$ cat src/rtl/pwrseq_pkg.sv
package pwrseq_pkg;

    typedef enum logic [1:0] {
        PH_OFF  = 2'd0,
        PH_RISE = 2'd1,
        PH_GOOD = 2'd2,
        PH_FALL = 2'd3
    } phase_e;

    // ticks per step minus one, N = 2 << sel
    function automatic int step_limit(input int sel);
        return (2 << sel) - 1;
    endfunction

endpackage

$ cat src/rtl/pwrseq_sync.sv
module pwrseq_sync #(
    parameter int STAGES = 2
) (
    input  logic clk,
    input  logic rst,
    input  logic async_in,
    output logic sync_out
);
    logic [STAGES-1:0] chain_d, chain_q;

    always_comb begin
        chain_d = {chain_q[STAGES-2:0], async_in};
    end

    always_ff @(posedge clk) begin
        if (rst) chain_q <= '0;
        else     chain_q <= chain_d;
    end

    assign sync_out = chain_q[STAGES-1];
endmodule

$ cat src/rtl/pwrseq_step_timer.sv
module pwrseq_step_timer #(
    parameter int CNT_W = 4
) (
    input  logic             clk,
    input  logic             rst,
    input  logic             run,
    input  logic             tick,
    input  logic [CNT_W-1:0] limit,
    output logic             fire
);
    logic [CNT_W-1:0] cnt_d, cnt_q;

    always_comb begin
        fire  = run && tick && (cnt_q == limit);
        cnt_d = cnt_q;
        if (!run)      cnt_d = '0;
        else if (fire) cnt_d = '0;
        else if (tick) cnt_d = cnt_q + 1'b1;
    end

    always_ff @(posedge clk) begin
        if (rst) cnt_q <= '0;
        else     cnt_q <= cnt_d;
    end
endmodule

$ cat src/rtl/pwrseq_fsm.sv
module pwrseq_fsm
    import pwrseq_pkg::*;
#(
    parameter int RAILS = 4,
    parameter int SEL_W = 2,
    parameter int CNT_W = 4
) (
    input  logic             clk,
    input  logic             rst,
    input  logic             on_lvl,
    input  logic             fwd_sel,
    input  logic [SEL_W-1:0] div_sel,
    input  logic             fire,
    output logic             run,
    output logic [CNT_W-1:0] limit,
    output logic [RAILS-1:0] rails,
    output logic             busy,
    output logic             power_good,
    output logic             all_off
);
    localparam int STEP_W = $clog2(RAILS);
    localparam logic [STEP_W-1:0] LAST = STEP_W'(RAILS - 1);

    typedef struct packed {
        phase_e            phase;
        logic [RAILS-1:0]  rails;
        logic [STEP_W-1:0] step;
        logic              fwd;
        logic [CNT_W-1:0]  lim;
    } seq_t;

    seq_t st_d, st_q;
    logic [STEP_W-1:0] fall_idx;

    always_comb begin
        st_d     = st_q;
        fall_idx = st_q.fwd ? st_q.step : (LAST - st_q.step);
        case (st_q.phase)
            PH_OFF: if (on_lvl) begin
                st_d.phase = PH_RISE;
                st_d.step  = '0;
                st_d.fwd   = fwd_sel;
                st_d.lim   = CNT_W'(step_limit(int'(div_sel)));
            end
            PH_RISE: if (fire) begin
                st_d.rails[st_q.step] = 1'b1;
                if (st_q.step == LAST) st_d.phase = PH_GOOD;
                else                   st_d.step  = st_q.step + 1'b1;
            end
            PH_GOOD: if (!on_lvl) begin
                st_d.phase = PH_FALL;
                st_d.step  = '0;
                st_d.fwd   = fwd_sel;
                st_d.lim   = CNT_W'(step_limit(int'(div_sel)));
            end
            PH_FALL: if (fire) begin
                st_d.rails[fall_idx] = 1'b0;
                if (st_q.step == LAST) st_d.phase = PH_OFF;
                else                   st_d.step  = st_q.step + 1'b1;
            end
            default: st_d.phase = PH_OFF;
        endcase
    end

    always_ff @(posedge clk) begin
        if (rst) begin
            st_q.phase <= PH_OFF;
            st_q.rails <= '0;
            st_q.step  <= '0;
            st_q.fwd   <= 1'b0;
            st_q.lim   <= '0;
        end else begin
            st_q <= st_d;
        end
    end

    assign run        = (st_q.phase == PH_RISE) || (st_q.phase == PH_FALL);
    assign limit      = st_q.lim;
    assign rails      = st_q.rails;
    assign busy       = run;
    assign power_good = (st_q.phase == PH_GOOD);
    assign all_off    = (st_q.phase == PH_OFF);
endmodule

$ cat src/rtl/pwrseq_top.sv
module pwrseq_top #(
    parameter int RAILS = 4,
    parameter int SEL_W = 2
) (
    input  logic             clk,
    input  logic             rst,
    input  logic             on_req,
    input  logic             tick,
    input  logic             off_fwd,
    input  logic [SEL_W-1:0] div_sel,
    output logic [RAILS-1:0] rail_en,
    output logic             busy,
    output logic             power_good,
    output logic             all_off
);
    localparam int MAX_N = 2 << ((1 << SEL_W) - 1);
    localparam int CNT_W = $clog2(MAX_N);

    logic             on_lvl;
    logic             run;
    logic             fire;
    logic [CNT_W-1:0] limit;

    pwrseq_sync #(.STAGES(2)) sync_i (
        .clk(clk), .rst(rst), .async_in(on_req), .sync_out(on_lvl)
    );

    pwrseq_step_timer #(.CNT_W(CNT_W)) timer_i (
        .clk(clk), .rst(rst), .run(run), .tick(tick),
        .limit(limit), .fire(fire)
    );

    pwrseq_fsm #(.RAILS(RAILS), .SEL_W(SEL_W), .CNT_W(CNT_W)) fsm_i (
        .clk(clk), .rst(rst), .on_lvl(on_lvl), .fwd_sel(off_fwd),
        .div_sel(div_sel), .fire(fire), .run(run), .limit(limit),
        .rails(rail_en), .busy(busy), .power_good(power_good),
        .all_off(all_off)
    );
endmodule

$ cat config.mk
export PLATFORM = sky130hd
export DESIGN_NAME = pwrseq_top
export DESIGN_NICKNAME = d
export VERILOG_FILES = /design/src/rtl/pwrseq_pkg.sv /design/src/rtl/pwrseq_sync.sv /design/src/rtl/pwrseq_step_timer.sv /design/src/rtl/pwrseq_fsm.sv /design/src/rtl/pwrseq_top.sv
export SDC_FILE = /design/constraint.sdc
export NUM_CORES = 1
export LEC_CHECK = 0
export ABC_CLOCK_PERIOD_IN_PS = 2000
export BUFFER_PORTS_ARGS = -buffer_cell sky130_fd_sc_hd__buf_2
export CAP_MARGIN = 20
export CORE_MARGIN = 3
export CORE_UTILIZATION = 25
export CTS_CLUSTER_SIZE = 40
export DETAILED_ROUTE_END_ITERATION = 6
export REMOVE_ABC_BUFFERS = 1
export SLEW_MARGIN = 20
export SYNTH_ARGS = -nofsm -noshare
export SYNTH_HDL_FRONTEND = slang
export SYNTH_SLANG_ARGS = --single-unit
export TNS_END_PERCENT = 5
$ cat constraint.sdc
create_clock -name clk -period 2 [get_ports clk]
set_input_delay 0.1 -clock clk [delete_from_list [all_inputs] [get_ports clk]]
set_output_delay 0.1 -clock clk [all_outputs]
set_load 0.01 [all_outputs]
* Word level (Yosys, flattened, before mapping)
Index checks and enable logic that the tools add are counted.
** Storage, ports and cells
- Register bits :: 19
- Input bits :: 7
- Logic and storage cells :: 62
** Operators by class
- Muxes and demuxes :: 18
- Add/sub/neg operators :: 4
- Equality and inequality tests :: 11
- Bitwise logic cells :: 4
- Shift-type cells :: 1
- Reduce and logical (&&, ||, !) cells :: 13
- Magnitude comparators :: 4
** Operators with widths (count)
- 2-to-1 mux 8 bit :: 2
- case mux 2 bit (4 select lines) :: 2
- 2-to-1 mux 7 bit :: 2
- 2-to-1 mux 2 bit :: 6
- case mux 5 bit (2 select lines) :: 1
- case mux 4 bit (2 select lines) :: 1
- equality test 2 bit, second input constant :: 3
- less-than comparator 2 x 3 -> 1 bit, second input constant :: 2
- != test 2 x 1 -> 1 bit, second input constant :: 3
- != test 2 bit, second input constant :: 3
- AND reduction 3 bit :: 2
- AND reduction 6 bit :: 1
- adder 4 x 1 -> 4 bit, second input constant :: 1
- bitwise AND 4 bit :: 1
- demux 1 bit (select 2 bit) :: 2
- equality test 4 bit :: 1
- greater-or-equal comparator 2 x 1 -> 1 bit, second input constant :: 2
- logical AND 1 bit :: 4
- inverter 4 bit :: 1
- OR 4 bit :: 1
- AND reduction 4 bit :: 1
- nonzero test 2 bit :: 2
- << shifter 2 x 2 -> 4 bit, first input constant :: 1
- subtractor 4 x 2 -> 4 bit, second input constant :: 1
- other kinds (8) :: 9

* Logic depth before layout (Yosys ltp)
- Word-level depth :: 10
- Gate-level depth with buffers :: 8

* By module
A second synthesis with hierarchy kept.
** Second synthesis, totals
- Cell total of the unflattened synthesis :: 128
- Area, all modules :: 1169.9 sq um
** By module, submodules not included
- pwrseq_fsm :: times used 1, area an instance 853.3 sq um, cells an instance 97
- pwrseq_step_timer :: times used 1, area an instance 264.0 sq um, cells an instance 27
- pwrseq_sync :: times used 1, area an instance 52.6 sq um, cells an instance 4

* Worst setup path after synthesis
No wires, ideal clock.
- Kind :: register to register
- Start :: register fsm_i.st_q[11] (netlist bit)
- End :: register, netlist name fsm_i.rails[1]
- Cell stages (with the launch flop) :: 8
- Data arrival time :: 1.562 ns
- Library setup time :: 0.091 ns
- Data required time :: 1.909 ns
- Path slack :: 0.348 ns
- Clock period less this slack :: 1.652 ns
- Cell sequence :: dfxtp_1 > ha_1 > or2_1 > buf_6 > and3_4 > buf_6 > and2_4 > a311oi_1
** Between the ends
- Word-level cells in the longest chain between the ends :: 6
- Elaborated cells on any way between the ends :: 10
- Classes of those cells :: eq/ne (4); mux (1); reduce/logical (5)
** Ends and longest elaborated chain
- start, declared :: line pwrseq_fsm.sv:32 : seq_t st_d, st_q;
- start signal, assigned :: line pwrseq_fsm.sv:73 : st_q <= st_d;
- equality test 2 x 1 -> 1 bit / equality test 2 bit (equally long branches) :: line pwrseq_fsm.sv:77 : assign run = (st_q.phase == PH_RISE) || (st_q.phase == PH_FALL);
- logical OR 1 bit (*) :: line pwrseq_fsm.sv:77
- net busy :: line pwrseq_top.sv:12 : output logic busy,
- logical AND 1 bit (*) (2 in series) :: line pwrseq_step_timer.sv:14 : fire = run && tick && (cnt_q == limit);
- != test 2 bit (no line)
- AND reduction 3 bit (no line) (*)
Mark *: on every way through the listed nets, which the timed path passes. The rest lies on a longest branch.
A chain may end at the register's enable or synchronous reset.

* Final worst setup path
- Start :: register fsm_i.st_q[11] (netlist bit)
- End :: register fsm_i.st_q[11] (netlist bit)
** Between the ends
- Word-level cells in the longest chain between the ends :: 6
- Elaborated cells on any way between the ends :: 15
- Classes of those cells :: eq/ne (9); mux (1); reduce/logical (5)
** Ends and longest elaborated chain (line)
- equality test 2 x 1 -> 1 bit / equality test 2 bit (equally long branches) :: pwrseq_fsm.sv:38, pwrseq_fsm.sv:77
- logical OR 1 bit :: pwrseq_fsm.sv:77
- logical AND 1 bit (2 in series) :: pwrseq_step_timer.sv:14
- != test 2 bit (no line)
- AND reduction 6 bit (no line)
Several ways; a longest one is shown, not always the timed one.

==> results by group <==
Run status
  – Outcome: completed

Worst hold path
  – WHS Path Cells: 2
  – Min-Delay Endpoint: sync_i.chain_q[0]
  – Min-delay src: on_req
  – HP Class: input port to flop

CTS
  – Clock Latency Late Sink: 0.26 ns
  – Setup Buffers After CTS: 0
  – Post-CTS resize count: 0
  – CTS Buffer Depth: 2
  – CTS clock-pin slew for the worst setup and hold paths: 0.08 ns
  – # hold bufs at CTS: 0
  – Root buffer cell: clkbuf_8
  – TritonCTS clock tree: yes
  – CTS Sinks: 19
  – TritonCTS Buffers: 3
  – Htree depth: 1

Placement
  – I/O Buffers: 13
  – Hpwl dp: 1650 um
  – Placed Instances: 180
  – Final Wtd Congestion: 0.793

Route
  – Residual DRC count: 0
  – DR WL met3: 100 um
  – Routed wl met2: 949 um
  – WL per Instance: 11.6 um
  – Vias per inst: 4.74
  – Detail Route Antenna Nets: 0
  – M1 WL: 1090 um
  – Iteration-0 DRC count of the detailed router: 43
  – Final WL: 2140 um
  – Detailed-route via count: 872
  – Max layer used: met3
  – 1st-pass router iterations: 4

Synth
  – Register bit total from synthesis: 19
  – Mapped cell area: 0.00110 mm2
  – Yosys cell types: 36
  – Seq/Total Area, Yosys: 34.4%
  – Cell taking the most area after synthesis: dfxtp_1
  – Avg Synthesized Cell Area: 8.84 um2
  – Top cells by area, synth: dfxtp_1 (34%), ha_1 (10%), mux2i_1 (6.3%)
  – EDFF count, synth: 0
  – Ys async rst share: 0%
  – Post-Syn Instances: 125
  – Ys flop type: dfxtp_1
  – Yosys Warn Count: 0
  – Synth top area share: 34.4%

Setup path
  – Reg2reg start: fsm_i.st_q[11]
  – Required @ worst endpoint: 2.19 ns
  – Arrival time worst endpoint: 1.90 ns
  – Crit path kind: flop to flop
  – Worst setup EP type: flop
  – R2R Setup Slk: 0.29 ns
  – Crit Path Max Fanout: 6
  – Worst-case reg-to-reg path depth: 6
  – Reg2reg end: fsm_i.st_q[11]
  – CP startpoint kind: flop

STA
  – Final setup TNS: 0 ns
  – Setup violators final: 0
  – Setup Skew: 0.00765 ns
  – Worst Max-Slew Pin Slew: 0.436 ns
  – FMAX: 584 MHz
  – Unrepaired setup endpoints after global routing: false
  – Max transition margin: 70.8%
  – Fin. Hold Viols: 0
  – Final period demand of the worst path: 1.71 ns
  – Pins Over Slew Limit: 0
  – Tcrit/Tclk final: 85.6%

Die
  – Die width: 72.5 um
  – Die H: 72.5 um
  – Row cnt: 23
  – Die area: 0.00525 mm2
  – Core area: 0.00414 mm2
  – Starting Density: 26.7%
  – I/O pin total: 14

Layout
  – Commonest non-fill, non-tap cell in the layout: dfxtp_1
  – Nets: 151
  – Diode count: 0
  – Share of cells above drive strength 1: 16.4%
  – Commonest cells after routing, fill and taps aside: dfxtp_1 (19), buf_2 (13), nor2_1 (11)
  – Syn-to-layout area delta: 10.9%
  – Fin cells: 184

Power
  – Pint: 722 uW
  – Comb pwr share: 35.7%
  – Worst IR Drop VDD: 0.325 mV
  – Clock network fraction of total power: 24.3%
  – Leakage: 0.000454 uW
  – Reg power frac: 40.0%
  – PD cells: 922 mW/mm2
  – Net Sw Frac: 36.1%
  – Switch Pwr: 407 uW

Global routing
  – First-pass GRT wire length: 3510 um
  – Initial antenna violation count: 0
  – Vias in the first global route: 778
  – Largest net degree at the start of global routing: 13
  – Total global routing overflow: 0
  – GRT Overall Usage: 8.35%

Run
  – Max-cap viol count: 0
==> sequential cells by signal, summed over array words and instances (netlist names) <==
register	count
fsm_i.rails	4
fsm_i.st_q	5
timer_i.cnt_q	4
fsm_i.limit	4
sync_i.chain_q	2
==> area by class of cell <==
type / count / area [um2]
Inverter: 6 / 22.5
Clock buffer: 3 / 41.3
Fill cell: 448 / 2920
Clock inverter: 1 / 7.51
Sequential cell: 19 / 380
Timing Repair Buffer: 14 / 72.6
Tap cell: 50 / 62.6
Multi-Input combinational cell: 91 / 638
==> cell usage after synthesis, types with 2 or more instances <==
library cell	instances
inv_1	6
buf_6	2
buf_4	4
nor2_1	11
nand3_1	5
o21ai_0	8
xnor2_1	5
xor2_1	2
a311oi_1	3
a211oi_1	3
nand2b_1	2
nand2_1	8
ha_1	9
dfxtp_1	19
nor2b_1	2
clkbuf_1	3
or3_1	2
a31oi_1	5
mux2i_1	7
a21oi_1	3
==> worst max-delay path, stage by stage, from the launching register on <==
cell	delay, ns
dfxtp_1	0.38
inv_1	0.08
ha_1	0.25
mux2i_1	0.21
nand2_1	0.08
o32ai_1	0.40
mux2i_1	0.25
==> how the worst max path moves through the flow <==
stage              startpoint  cells past startpoint  slack, ns              to
2_1_floorplan  fsm_i.st_q[11]                      5       0.44  fsm_i.rails[1]
3_3_place_gp   fsm_i.st_q[11]                      6       0.31  fsm_i.st_q[11]
3_5_place_dp   fsm_i.st_q[11]                      6       0.31  fsm_i.st_q[11]
4_1_cts        fsm_i.st_q[11]                      6       0.29  fsm_i.st_q[11]
5_1_grt        fsm_i.st_q[11]                      6       0.18  fsm_i.st_q[11]
6_report       fsm_i.st_q[11]                      6       0.29  fsm_i.st_q[11]
==> stage by stage <==
| step | total power [uW] | area (um2) | utilization, % | hold slack (ns) | setup WS (ns) |
|---|---|---|---|---|---|
| 2_1_floorplan | 750 | 1040 | - | 0.169 | 0.435 |
| 3_3_place_gp | 860 | 1180 | 28.4 | 0.309 | 0.308 |
| 3_5_place_dp | 860 | 1180 | 28.4 | 0.315 | 0.307 |
| 4_1_cts | 1140 | 1220 | 29.6 | 0.0391 | 0.287 |
| 5_1_grt | 1210 | 1220 | 29.6 | 0.0405 | 0.180 |
| 6_report | 1130 | 1220 | 29.6 | 0.0449 | 0.288 |
==> power groups by stage <==
stage | logic [uW] | registers (uW) | clock network, uW
after floorplan | 297 | 453 | 0
after global placement | 401 | 459 | 0
after detailed placement | 399 | 461 | 0
after CTS | 401 | 452 | 285
after global routing | 449 | 457 | 303
final | 403 | 451 | 275
==> metal layers <==
metal  global-route usage, %  vias up
met4                    1.43        0
li1                        -      458
met5                       0        -
met3                    3.05        0
met2                    12.9       18
met1                    11.3      396
==> logic make-up (layout without fill, tap and decap cells) <==
group,count (synthesis),in the layout,share of synthesized area [%]
buffers and inverters,15,24,7.81
and+or+nand+nor,40,40,18.8
AOI/OAI and AO/OA,27,27,15.9
xor gates and xnor gates,7,7,5.55
muxes,8,8,7.36
DFF,19,19,34.4
adders and majority gates,9,9,10.2
(Power assumes the default switching activity.)
